[src/rtl/hdlc_rx_pkg.sv]
package hdlc_rx_pkg;

    localparam int BYTE_W = 8;

    typedef enum logic [1:0] {
        S_HUNT = 2'd0,
        S_RECV = 2'd1,
        S_PEND = 2'd2
    } rx_state_e;

endpackage

[src/rtl/hdlc_rx_hist.sv]
// Bit history shift register and line-pattern decoders.
module hdlc_rx_hist #(
    parameter int            W         = 8,
    parameter logic [W-1:0]  FLAG_VAL  = 8'h7E,
    parameter logic [W-1:0]  ABORT_VAL = 8'h7F,
    parameter int            STUFF_RUN = 5
) (
    input  logic clk,
    input  logic rst_n,
    input  logic shift_en,
    input  logic bit_in,
    output logic is_flag,
    output logic is_abort,
    output logic is_stuff
);
    localparam int                 PAT_W     = STUFF_RUN + 1;
    localparam logic [PAT_W-1:0]   STUFF_PAT = {{STUFF_RUN{1'b1}}, 1'b0};

    logic [W-1:0] hist_q;
    logic [W-1:0] hist_nx;

    assign hist_nx  = {hist_q[W-2:0], bit_in};
    assign is_flag  = (hist_nx == FLAG_VAL);
    assign is_abort = ((hist_nx & ABORT_VAL) == ABORT_VAL);
    assign is_stuff = (hist_nx[PAT_W-1:0] == STUFF_PAT);

    always_ff @(posedge clk or negedge rst_n) begin
        if (!rst_n) begin
            hist_q <= '0;
        end else if (shift_en) begin
            hist_q <= hist_nx;
        end
    end

endmodule

[src/rtl/hdlc_rx_asm.sv]
// Byte assembler: LSB-first, new bit enters at the MSB.
module hdlc_rx_asm #(
    parameter int W = 8
) (
    input  logic         clk,
    input  logic         rst_n,
    input  logic         clr,
    input  logic         shift_en,
    input  logic         bit_in,
    output logic [W-1:0] byte_nx,
    output logic         done
);
    localparam int                CNT_W = $clog2(W + 1);
    localparam logic [CNT_W-1:0]  LAST  = CNT_W'(W - 1);

    logic [W-1:0]     data_q;
    logic [CNT_W-1:0] cnt_q;

    assign byte_nx = {bit_in, data_q[W-1:1]};
    assign done    = shift_en && (cnt_q == LAST);

    always_ff @(posedge clk or negedge rst_n) begin
        if (!rst_n) begin
            data_q <= '0;
            cnt_q  <= '0;
        end else if (clr || done) begin
            data_q <= '0;
            cnt_q  <= '0;
        end else if (shift_en) begin
            data_q <= byte_nx;
            cnt_q  <= cnt_q + 1'b1;
        end
    end

endmodule

[src/rtl/hdlc_rx_deframer.sv]
module hdlc_rx_deframer
    import hdlc_rx_pkg::*;
#(
    parameter logic [BYTE_W-1:0] FLAG_VAL  = 8'h7E,
    parameter logic [BYTE_W-1:0] ABORT_VAL = 8'h7F,
    parameter logic [BYTE_W-1:0] ESC_VAL   = 8'h1B,
    parameter int                STUFF_RUN = 5
) (
    input  logic              clk,
    input  logic              rst_n,
    input  logic              bit_valid,
    input  logic              bit_in,
    input  logic              out_full,
    output logic              byte_valid,
    output logic [BYTE_W-1:0] byte_out
);
    rx_state_e          state_q, state_d;
    logic [BYTE_W-1:0]  pend_q, pend_d;
    logic               resume_q, resume_d;
    logic               emit;
    logic [BYTE_W-1:0]  emit_val;
    logic               asm_clr, asm_shift, asm_done;
    logic [BYTE_W-1:0]  asm_byte;
    logic               is_flag, is_abort, is_stuff;
    logic               byte_is_ctrl;

    hdlc_rx_hist #(
        .W         (BYTE_W),
        .FLAG_VAL  (FLAG_VAL),
        .ABORT_VAL (ABORT_VAL),
        .STUFF_RUN (STUFF_RUN)
    ) u_hist (
        .clk      (clk),
        .rst_n    (rst_n),
        .shift_en (bit_valid),
        .bit_in   (bit_in),
        .is_flag  (is_flag),
        .is_abort (is_abort),
        .is_stuff (is_stuff)
    );

    hdlc_rx_asm #(
        .W (BYTE_W)
    ) u_asm (
        .clk      (clk),
        .rst_n    (rst_n),
        .clr      (asm_clr),
        .shift_en (asm_shift),
        .bit_in   (bit_in),
        .byte_nx  (asm_byte),
        .done     (asm_done)
    );

    assign byte_is_ctrl = (asm_byte == FLAG_VAL) ||
                          (asm_byte == ABORT_VAL) ||
                          (asm_byte == ESC_VAL);

    // Next-state and emission decision
    always_comb begin
        state_d   = state_q;
        pend_d    = pend_q;
        resume_d  = resume_q;
        emit      = 1'b0;
        emit_val  = '0;
        asm_clr   = 1'b0;
        asm_shift = 1'b0;
        unique case (state_q)
            S_HUNT, S_RECV: begin
                if (bit_valid) begin
                    if (is_flag) begin
                        if (!out_full) begin          // flag-accepted
                            emit     = 1'b1;
                            emit_val = FLAG_VAL;
                            asm_clr  = 1'b1;
                            state_d  = S_RECV;
                        end else begin                // flag-refused
                            state_d  = S_HUNT;
                        end
                    end else if (state_q == S_RECV) begin
                        if (is_abort) begin           // abort
                            state_d = S_HUNT;
                        end else if (!is_stuff) begin
                            asm_shift = 1'b1;
                            if (asm_done) begin
                                if (byte_is_ctrl) begin   // collide
                                    pend_d   = asm_byte;
                                    resume_d = !out_full;
                                    state_d  = S_PEND;
                                    if (!out_full) begin
                                        emit     = 1'b1;
                                        emit_val = ESC_VAL;
                                    end
                                end else if (!out_full) begin
                                    emit     = 1'b1;
                                    emit_val = asm_byte;
                                end else begin            // drop
                                    state_d = S_HUNT;
                                end
                            end
                        end
                    end
                end
            end
            S_PEND: begin
                if (!out_full) begin
                    emit     = 1'b1;
                    emit_val = pend_q;
                    state_d  = resume_q ? S_RECV : S_HUNT;  // resume / quit
                end else begin
                    state_d  = S_HUNT;                       // quit
                end
            end
            default: state_d = S_HUNT;
        endcase
    end

    // State register
    always_ff @(posedge clk or negedge rst_n) begin
        if (!rst_n) begin
            state_q  <= S_HUNT;
            pend_q   <= '0;
            resume_q <= 1'b0;
        end else begin
            state_q  <= state_d;
            pend_q   <= pend_d;
            resume_q <= resume_d;
        end
    end

    // Output register
    always_ff @(posedge clk or negedge rst_n) begin
        if (!rst_n) begin
            byte_valid <= 1'b0;
            byte_out   <= '0;
        end else begin
            byte_valid <= emit;
            if (emit) begin
                byte_out <= emit_val;
            end
        end
    end

endmodule

[config.mk]
export PLATFORM = sky130hd
export DESIGN_NAME = hdlc_rx_deframer
export DESIGN_NICKNAME = d
export VERILOG_FILES = /design/src/rtl/hdlc_rx_pkg.sv /design/src/rtl/hdlc_rx_hist.sv /design/src/rtl/hdlc_rx_asm.sv /design/src/rtl/hdlc_rx_deframer.sv
export SDC_FILE = /design/constraint.sdc
export NUM_CORES = 1
export LEC_CHECK = 0
export ABC_AREA = 1
export BUFFER_PORTS_ARGS = -buffer_cell sky130_fd_sc_hd__clkbuf_2
export CORE_UTILIZATION = 35
export CTS_BUF_LIST = sky130_fd_sc_hd__clkbuf_8
export DETAILED_ROUTE_END_ITERATION = 10
export GPL_TIMING_DRIVEN = 0
export PLACE_DENSITY = 0.47
export SLEW_MARGIN = 20
export SYNTH_ARGS = -nofsm -noshare
export SYNTH_HDL_FRONTEND = slang
export SYNTH_HIERARCHICAL = 1
export SYNTH_SLANG_ARGS = --single-unit
[constraint.sdc]
create_clock -name clk -period 6.3 [get_ports clk]
set_clock_uncertainty 0.05 [all_clocks]
set_input_delay 0.315 -clock clk [delete_from_list [all_inputs] [get_ports clk]]
set_output_delay 0.315 -clock clk [all_outputs]
set_load 0.01 [all_outputs]
Word level (Yosys, flattened, before mapping)

Index checks and enable logic that the tools add are counted.

$add $sub $neg: 1
Equal/unequal tests: 14
Mux-type cells: 45
Bitwise operators: 3
Reduce and logical (&&, ||, !) cells: 10

Operator list:

| kind                  | number |
|---|---|
| $mux W8               | 11 |
| $eq A8 B7 Y1 const B  | 3 |
| $mux W1               | 19 |
| $mux W2               | 8 |
| $pmux W8 S2           | 1 |
| $eq A8 B5 Y1 const B  | 1 |
| $mux W4               | 2 |
| $reduce_and A8 Y1     | 1 |
| $eq A7 B7 Y1 const B  | 1 |
| $mux W7               | 1 |
| $eq A6 B6 Y1 const B  | 1 |
| $mux W5               | 1 |
| $ne A5 B5 Y1 const B  | 1 |
| $reduce_and A5 Y1     | 1 |
| $add A4 B1 Y4 const B | 1 |
| $eq A4 B3 Y1 const B  | 1 |
| $ne A4 B3 Y1 const B  | 1 |
| $ne A4 B4 Y1 const B  | 1 |
| $pmux W2 S2           | 1 |
| $logic_or A1 B1 Y1    | 3 |
| $ne A3 B3 Y1 const B  | 1 |
| $not A1 Y1            | 3 |
| $eq A2 B1 Y1 const B  | 1 |
| $eq A2 B2 Y1 const B  | 1 |
| other kinds (7)       | 7 |

Register bits: 39

Longest topological paths before layout

Word-level depth: 15
Mapped depth: 17

Cells and area by module

Netlist, hierarchy kept.

Modules (own cells, without submodules):

| module           | times used | cells an instance | area each (µm²) |
|---|---|---|---|
| hdlc_rx_deframer | 1          | 144               | 1061.0 |
| hdlc_rx_asm      | 1          | 61                | 544.3 |
| hdlc_rx_hist     | 1          | 41                | 319.1 |

Least setup slack after synthesis

OpenSTA, ideal clock, no wires.

Path kind: flip-flop to flip-flop
From: register u_hist.hist_q[3]
To: register resume_q
Library setup time: 0.117 ns
Data arrival time: 2.006 ns
Data required time: 6.133 ns
Path slack: 4.126 ns
Cell stages (with the launch flop): 18
Buffers on the path: 1
Cell sequence: dfrtp_1 > nand2_1 > inv_1 > nand2_1 > nor2_1 > nor2_1 > nand2_2 > nor3_1 > buf_6 > nand2_2 > nor2_4 > inv_1 > nor2_1 > nand4_1 > nor2_4 > inv_2 > nand2_1 > o21ai_2

RTL lines:

| element                     | RTL line                | source |
|---|---|---|
| start, declared             | hdlc_rx_hist.sv:19      | `logic [W-1:0] hist_q;` |
| start signal, assigned      | hdlc_rx_hist.sv:31      | `hist_q <= hist_nx;` |
| $eq A7 B7 Y1                | hdlc_rx_hist.sv:24      | `assign is_abort = ((hist_nx & ABORT_VAL) == ABORT_VAL);` |
| named net is_abort          | hdlc_rx_deframer.sv:24  | `logic is_flag, is_abort, is_stuff;` |
| $mux W1                     | hdlc_rx_deframer.sv:80  | `if (is_abort) begin` |
| $mux W1                     | hdlc_rx_deframer.sv:79  | `end else if (state_q == S_RECV) begin` |
| $mux W1                     | hdlc_rx_deframer.sv:70  | `if (is_flag) begin` |
| $mux W1                     | hdlc_rx_deframer.sv:69  | `if (bit_valid) begin` |
| $mux W1                     | hdlc_rx_deframer.sv:67  | `unique case (state_q)` |
| named net asm_shift         | hdlc_rx_deframer.sv:22  | `logic asm_clr, asm_shift, asm_done;` |
| $logic_and A1 B1 Y1         | hdlc_rx_asm.sv:20       | `assign done = shift_en && (cnt_q == LAST);` |
| named net asm_done          | hdlc_rx_deframer.sv:22  |  |
| $reduce_and A8 Y1 (no line) | --                      |  |
| end signal, assigned        | hdlc_rx_deframer.sv:126 | `resume_q <= resume_d;` |
| end, declared               | hdlc_rx_deframer.sv:19  | `logic resume_q, resume_d;` |

The timed path passes the listed nets, and every way through them passes these cells.
A chain may end at the register's enable or synchronous reset.

Final worst setup path

Same ends and word-level chain as after synthesis.

==> metrics.txt <==
# TYPE chip_impl_metric gauge
chip_impl_metric{name="syn-mean-instance-area",unit="µm²"} 7.823
chip_impl_metric{name="ff_latch_area",unit="µm²"} 950.9
chip_impl_metric{name="routedWlPerCell",unit="µm"} 12.26
chip_impl_metric{name="worstPathArrival",unit="ns"} 2.64
chip_impl_metric{name="multi_input_comb_area",unit="µm²"} 825.8
chip_impl_metric{name="grt_overflow_total",unit=""} 0
chip_impl_metric{name="cts_repair_resize_count",unit=""} 0
chip_impl_info{name="worst_hold_path_type",value="in2async"} 1
chip_impl_metric{name="die_area",unit="µm²"} 5799
chip_impl_info{name="critical_path.endpoint_type",value="flip-flop"} 1
chip_impl_metric{name="yosys_register_bits",unit=""} 38
chip_impl_info{name="dominant_cell_by_count_in_the_synthesized_netlist",value="nand2_1"} 1
chip_impl_metric{name="postSynthNetCount",unit=""} 252
chip_impl_metric{name="power.density",unit="nW/µm²"} 221.1
chip_impl_metric{name="first_global_vias",unit=""} 1457
chip_impl_metric{name="n_antenna_cell",unit=""} 0
chip_impl_metric{name="netSwitchingPower",unit="µW"} 120.6
chip_impl_info{name="path_class",value="reg2reg"} 1
chip_impl_metric{name="antenna_found_initial",unit=""} 0
chip_impl_metric{name="power_frac_clock",unit=""} 0.369
chip_impl_metric{name="cts_max_level",unit=""} 2
chip_impl_metric{name="synth_cell_types",unit=""} 23
chip_impl_metric{name="swShare",unit=""} 0.2511
chip_impl_metric{name="power.share.combinational",unit=""} 0.083
chip_impl_metric{name="place.detailed.hpwl",unit="mm"} 2.941
chip_impl_metric{name="std_cell_rows",unit=""} 26
chip_impl_info{name="outcome",value="finished clean"} 1
chip_impl_metric{name="initial_core_util",unit=""} 0.3697
chip_impl_metric{name="finalCritPeriodShare",unit=""} 0.3983
chip_impl_metric{name="io_buffer_count",unit=""} 13
chip_impl_info{name="synthDominantAreaCellType",value="dfrtp_1"} 1
chip_impl_metric{name="transition_time_at_the_pin_with_the_least_slew_margin",unit="ns"} 0.8661
chip_impl_metric{name="globalRouteTotalUtil",unit=""} 0.1637
chip_impl_metric{name="proportion_of_synthesized_flip_flops_having_asynchronous_set_or_reset",unit=""} 1.000
chip_impl_metric{name="met2_wirelength",unit="mm"} 1.698
chip_impl_metric{name="ir_drop",unit="µV"} 114.2
chip_impl_info{name="dr_top_layer",value="met4"} 1
chip_impl_metric{name="maxCapViolCount",unit=""} 0
chip_impl_metric{name="synth.yosys.warnings",unit=""} 6
chip_impl_metric{name="postSynthCellCount",unit=""} 246
chip_impl_metric{name="viasPerCell",unit=""} 4.647
chip_impl_metric{name="drtIter0Drc",unit=""} 55
chip_impl_metric{name="largest_net_degree_at_the_start_of_global_routing",unit=""} 39
chip_impl_metric{name="setup_viol",unit=""} 0
chip_impl_metric{name="core",unit="µm²"} 5205
chip_impl_metric{name="first_pass_iters",unit=""} 4
chip_impl_metric{name="period_minus_ws_final",unit="ns"} 2.509
chip_impl_info{name="leading_cell_types_by_total_area_after_synthesis",value="dfrtp_1, nand2_1, nand3_1"} 1
chip_impl_metric{name="drc_errors",unit=""} 0
chip_impl_info{name="crit_path_start_kind",value="flip-flop"} 1
chip_impl_metric{name="die_y",unit="µm"} 76.15
chip_impl_metric{name="grt_pass1_wl",unit="mm"} 7.341
chip_impl_metric{name="slew-limit-headroom",unit=""} 0.4226
chip_impl_metric{name="final_hold_viol_count",unit=""} 0
chip_impl_metric{name="worst_hold_slack",unit="ns"} 0.07151
chip_impl_metric{name="floorplan.die.width",unit="µm"} 76.15
chip_impl_metric{name="internal_power",unit="µW"} 359.6
chip_impl_metric{name="design.final.nets",unit=""} 272
chip_impl_metric{name="timing_max_transition_violations_final",unit=""} 0
chip_impl_info{name="ctsRootBufferMaster",value="clkbuf_8"} 1
chip_impl_metric{name="postCtsSetupRepairBufs",unit=""} 0
chip_impl_metric{name="clk_pin_slew_worst_paths",unit="ns"} 0.08
chip_impl_metric{name="post_synth_instance_area",unit="µm²"} 1924
chip_impl_metric{name="source_to_sink_clock_delay_at_the_later_pin_of_the_worst_skew_pair",unit="ns"} 0.29
chip_impl_info{name="cts_tree",value="yes"} 1
chip_impl_metric{name="pin_count",unit=""} 14
chip_impl_metric{name="holdBufCountCts",unit=""} 0
chip_impl_metric{name="cts_made_buffers",unit=""} 5
chip_impl_metric{name="p_leak",unit="nW"} 1.136
chip_impl_metric{name="worst-endpoint-required",unit="ns"} 6.43
chip_impl_info{name="synth-main-ff-cell",value="dfrtp_1"} 1
chip_impl_metric{name="postRouteAntennaNets",unit=""} 0
chip_impl_metric{name="wl_met3",unit="µm"} 108
chip_impl_metric{name="num_vias",unit=""} 1566
chip_impl_metric{name="worst-path-max-fanout",unit=""} 10
chip_impl_metric{name="gp_congestion",unit=""} 0.8372
chip_impl_metric{name="power.sequential.fraction",unit=""} 0.549
chip_impl_metric{name="n_fill_cell",unit=""} 558
chip_impl_metric{name="yosysSeqAreaShare",unit=""} 0.4941
chip_impl_metric{name="final.setup.tns",unit="ns"} 0
chip_impl_metric{name="post-synth-top-area-fraction",unit=""} 0.4941
chip_impl_metric{name="syn_to_final_growth",unit="%"} 12.87
chip_impl_metric{name="detail_route.wirelength",unit="mm"} 4.132
chip_impl_metric{name="layout-drive-gt1-share",unit=""} 0.1835
chip_impl_metric{name="max-clock-path-buffers",unit=""} 2
chip_impl_info{name="leading_post_synthesis_cells_by_instance_count",value="nand2_1, dfrtp_1, inv_1, nand3_1, nor2_1"} 1
chip_impl_metric{name="max_freq",unit="GHz"} 0.3986
chip_impl_metric{name="detail_route.wirelength.met1",unit="mm"} 2.257
chip_impl_metric{name="clock_sink_count",unit=""} 38
chip_impl_metric{name="synth_edf_count",unit=""} 0
chip_impl_info{name="grt_setup_unrepaired",value="false"} 1
[layout make-up]
type | count | area share
Clock inverter | 2 | 0.005760
Timing Repair Buffer | 13 | 0.02995
Tap cell | 70 | 0.04032
Sequential cell | 38 | 0.4378
Clock buffer | 6 | 0.03802
Buffer | 5 | 0.01959
Multi-Input combinational cell | 175 | 0.3802
Inverter | 28 | 0.04839
[logic make-up after synthesis]
logic type               after synthesis  share of synthesized area
AO/OA/AOI/OAI                         18                    0.04876
AND/OR/NAND/NOR                      156                     0.3739
buffers and inverters                 33                    0.07672
adder cells (fa/ha/maj)                1                   0.006501
flip-flops                            38                     0.4941
[sequential cells by signal, summed over array words and instances (netlist names)]
register and count:
byte_out 8, pend_q 8, u_asm/data_q 7, u_hist/hist_q 7, u_asm/cnt_q 4, state_q 2, byte_valid 1, resume_q 1
[cell usage in the layout (no fill, tap or decap)]
cell type and count:
dfrtp_1 38, buf_6 2, buf_4 2, nor2_2 5, nor2_1 18, buf_2 2, nand3_1 24, nand2_2 5
o21ai_2 1, nor4_1 1, o21ai_1 3, nor3_4 1, nor2_4 3, inv_1 24, ha_1 1, clkinv_2 1
inv_2 4, clkinvlp_4 1, nor3_1 2, clkbuf_2 12, nand3_2 1, clkbuf_8 6, a21oi_1 7, nand4_1 10
nand2_1 83, o21ai_0 7, or2_2 3
[critical path: stages, from the launching register on]
cell	delay (ns)
dfrtp_1	0.39
nand2_1	0.07
inv_1	0.03
nand2_1	0.11
nor2_1	0.08
nor2_1	0.14
nand2_2	0.10
nor3_1	0.25
buf_6	0.19
nand2_2	0.07
nor2_4	0.11
inv_1	0.05
nor2_1	0.11
nand4_1	0.17
nor2_4	0.22
inv_2	0.11
nand2_1	0.08
o21ai_2	0.05
[power by group through the flow]
stage	logic [mW]	clock network, mW	registers [mW]
after detailed placement	0.0407	0	0.269
after global routing	0.0462	0.197	0.266
final	0.0397	0.177	0.263
after floorplan	0.0199	0	0.271
after global placement	0.0407	0	0.269
after CTS	0.0409	0.185	0.264
[layer usage]
metal	up-vias	global-route usage
met1	718	0.2437
met2	17	0.2327
li1	825	-
met4	0	0.06346
met5	-	0
met3	6	0.03234
[stage by stage]
step           total power [mW]  utilization  cells  setup WS (ns)  area (µm²)
2_1_floorplan            0.2905            -    246          4.126        1924
3_3_place_gp             0.3092       0.3990    329          3.764        2077
3_5_place_dp             0.3093       0.3990    329          3.761        2077
4_1_cts                  0.4898       0.4173    337          3.741        2172
5_1_grt                  0.5092       0.4173    337          3.477        2172
6_report                 0.4802       0.4173    337          3.791        2172
[path summary, 6_finish.rpt]
path                                   from          endpoint  slack (ns)  cells past startpoint
setup / recovery           u_hist/hist_q[3]          resume_q        3.79                     17
hold / removal                        rst_n    u_asm/cnt_q[0]        0.07                      1
setup reg to reg           u_hist/hist_q[3]          resume_q        3.79                     17
hold reg to reg                   pend_q[2]         pend_q[2]        0.43                      2
max in group asynchronous             rst_n  u_hist/hist_q[0]        5.56                      1
min in group clk                   out_full          resume_q        0.24                      2
Power figures use the tool's default switching activity.
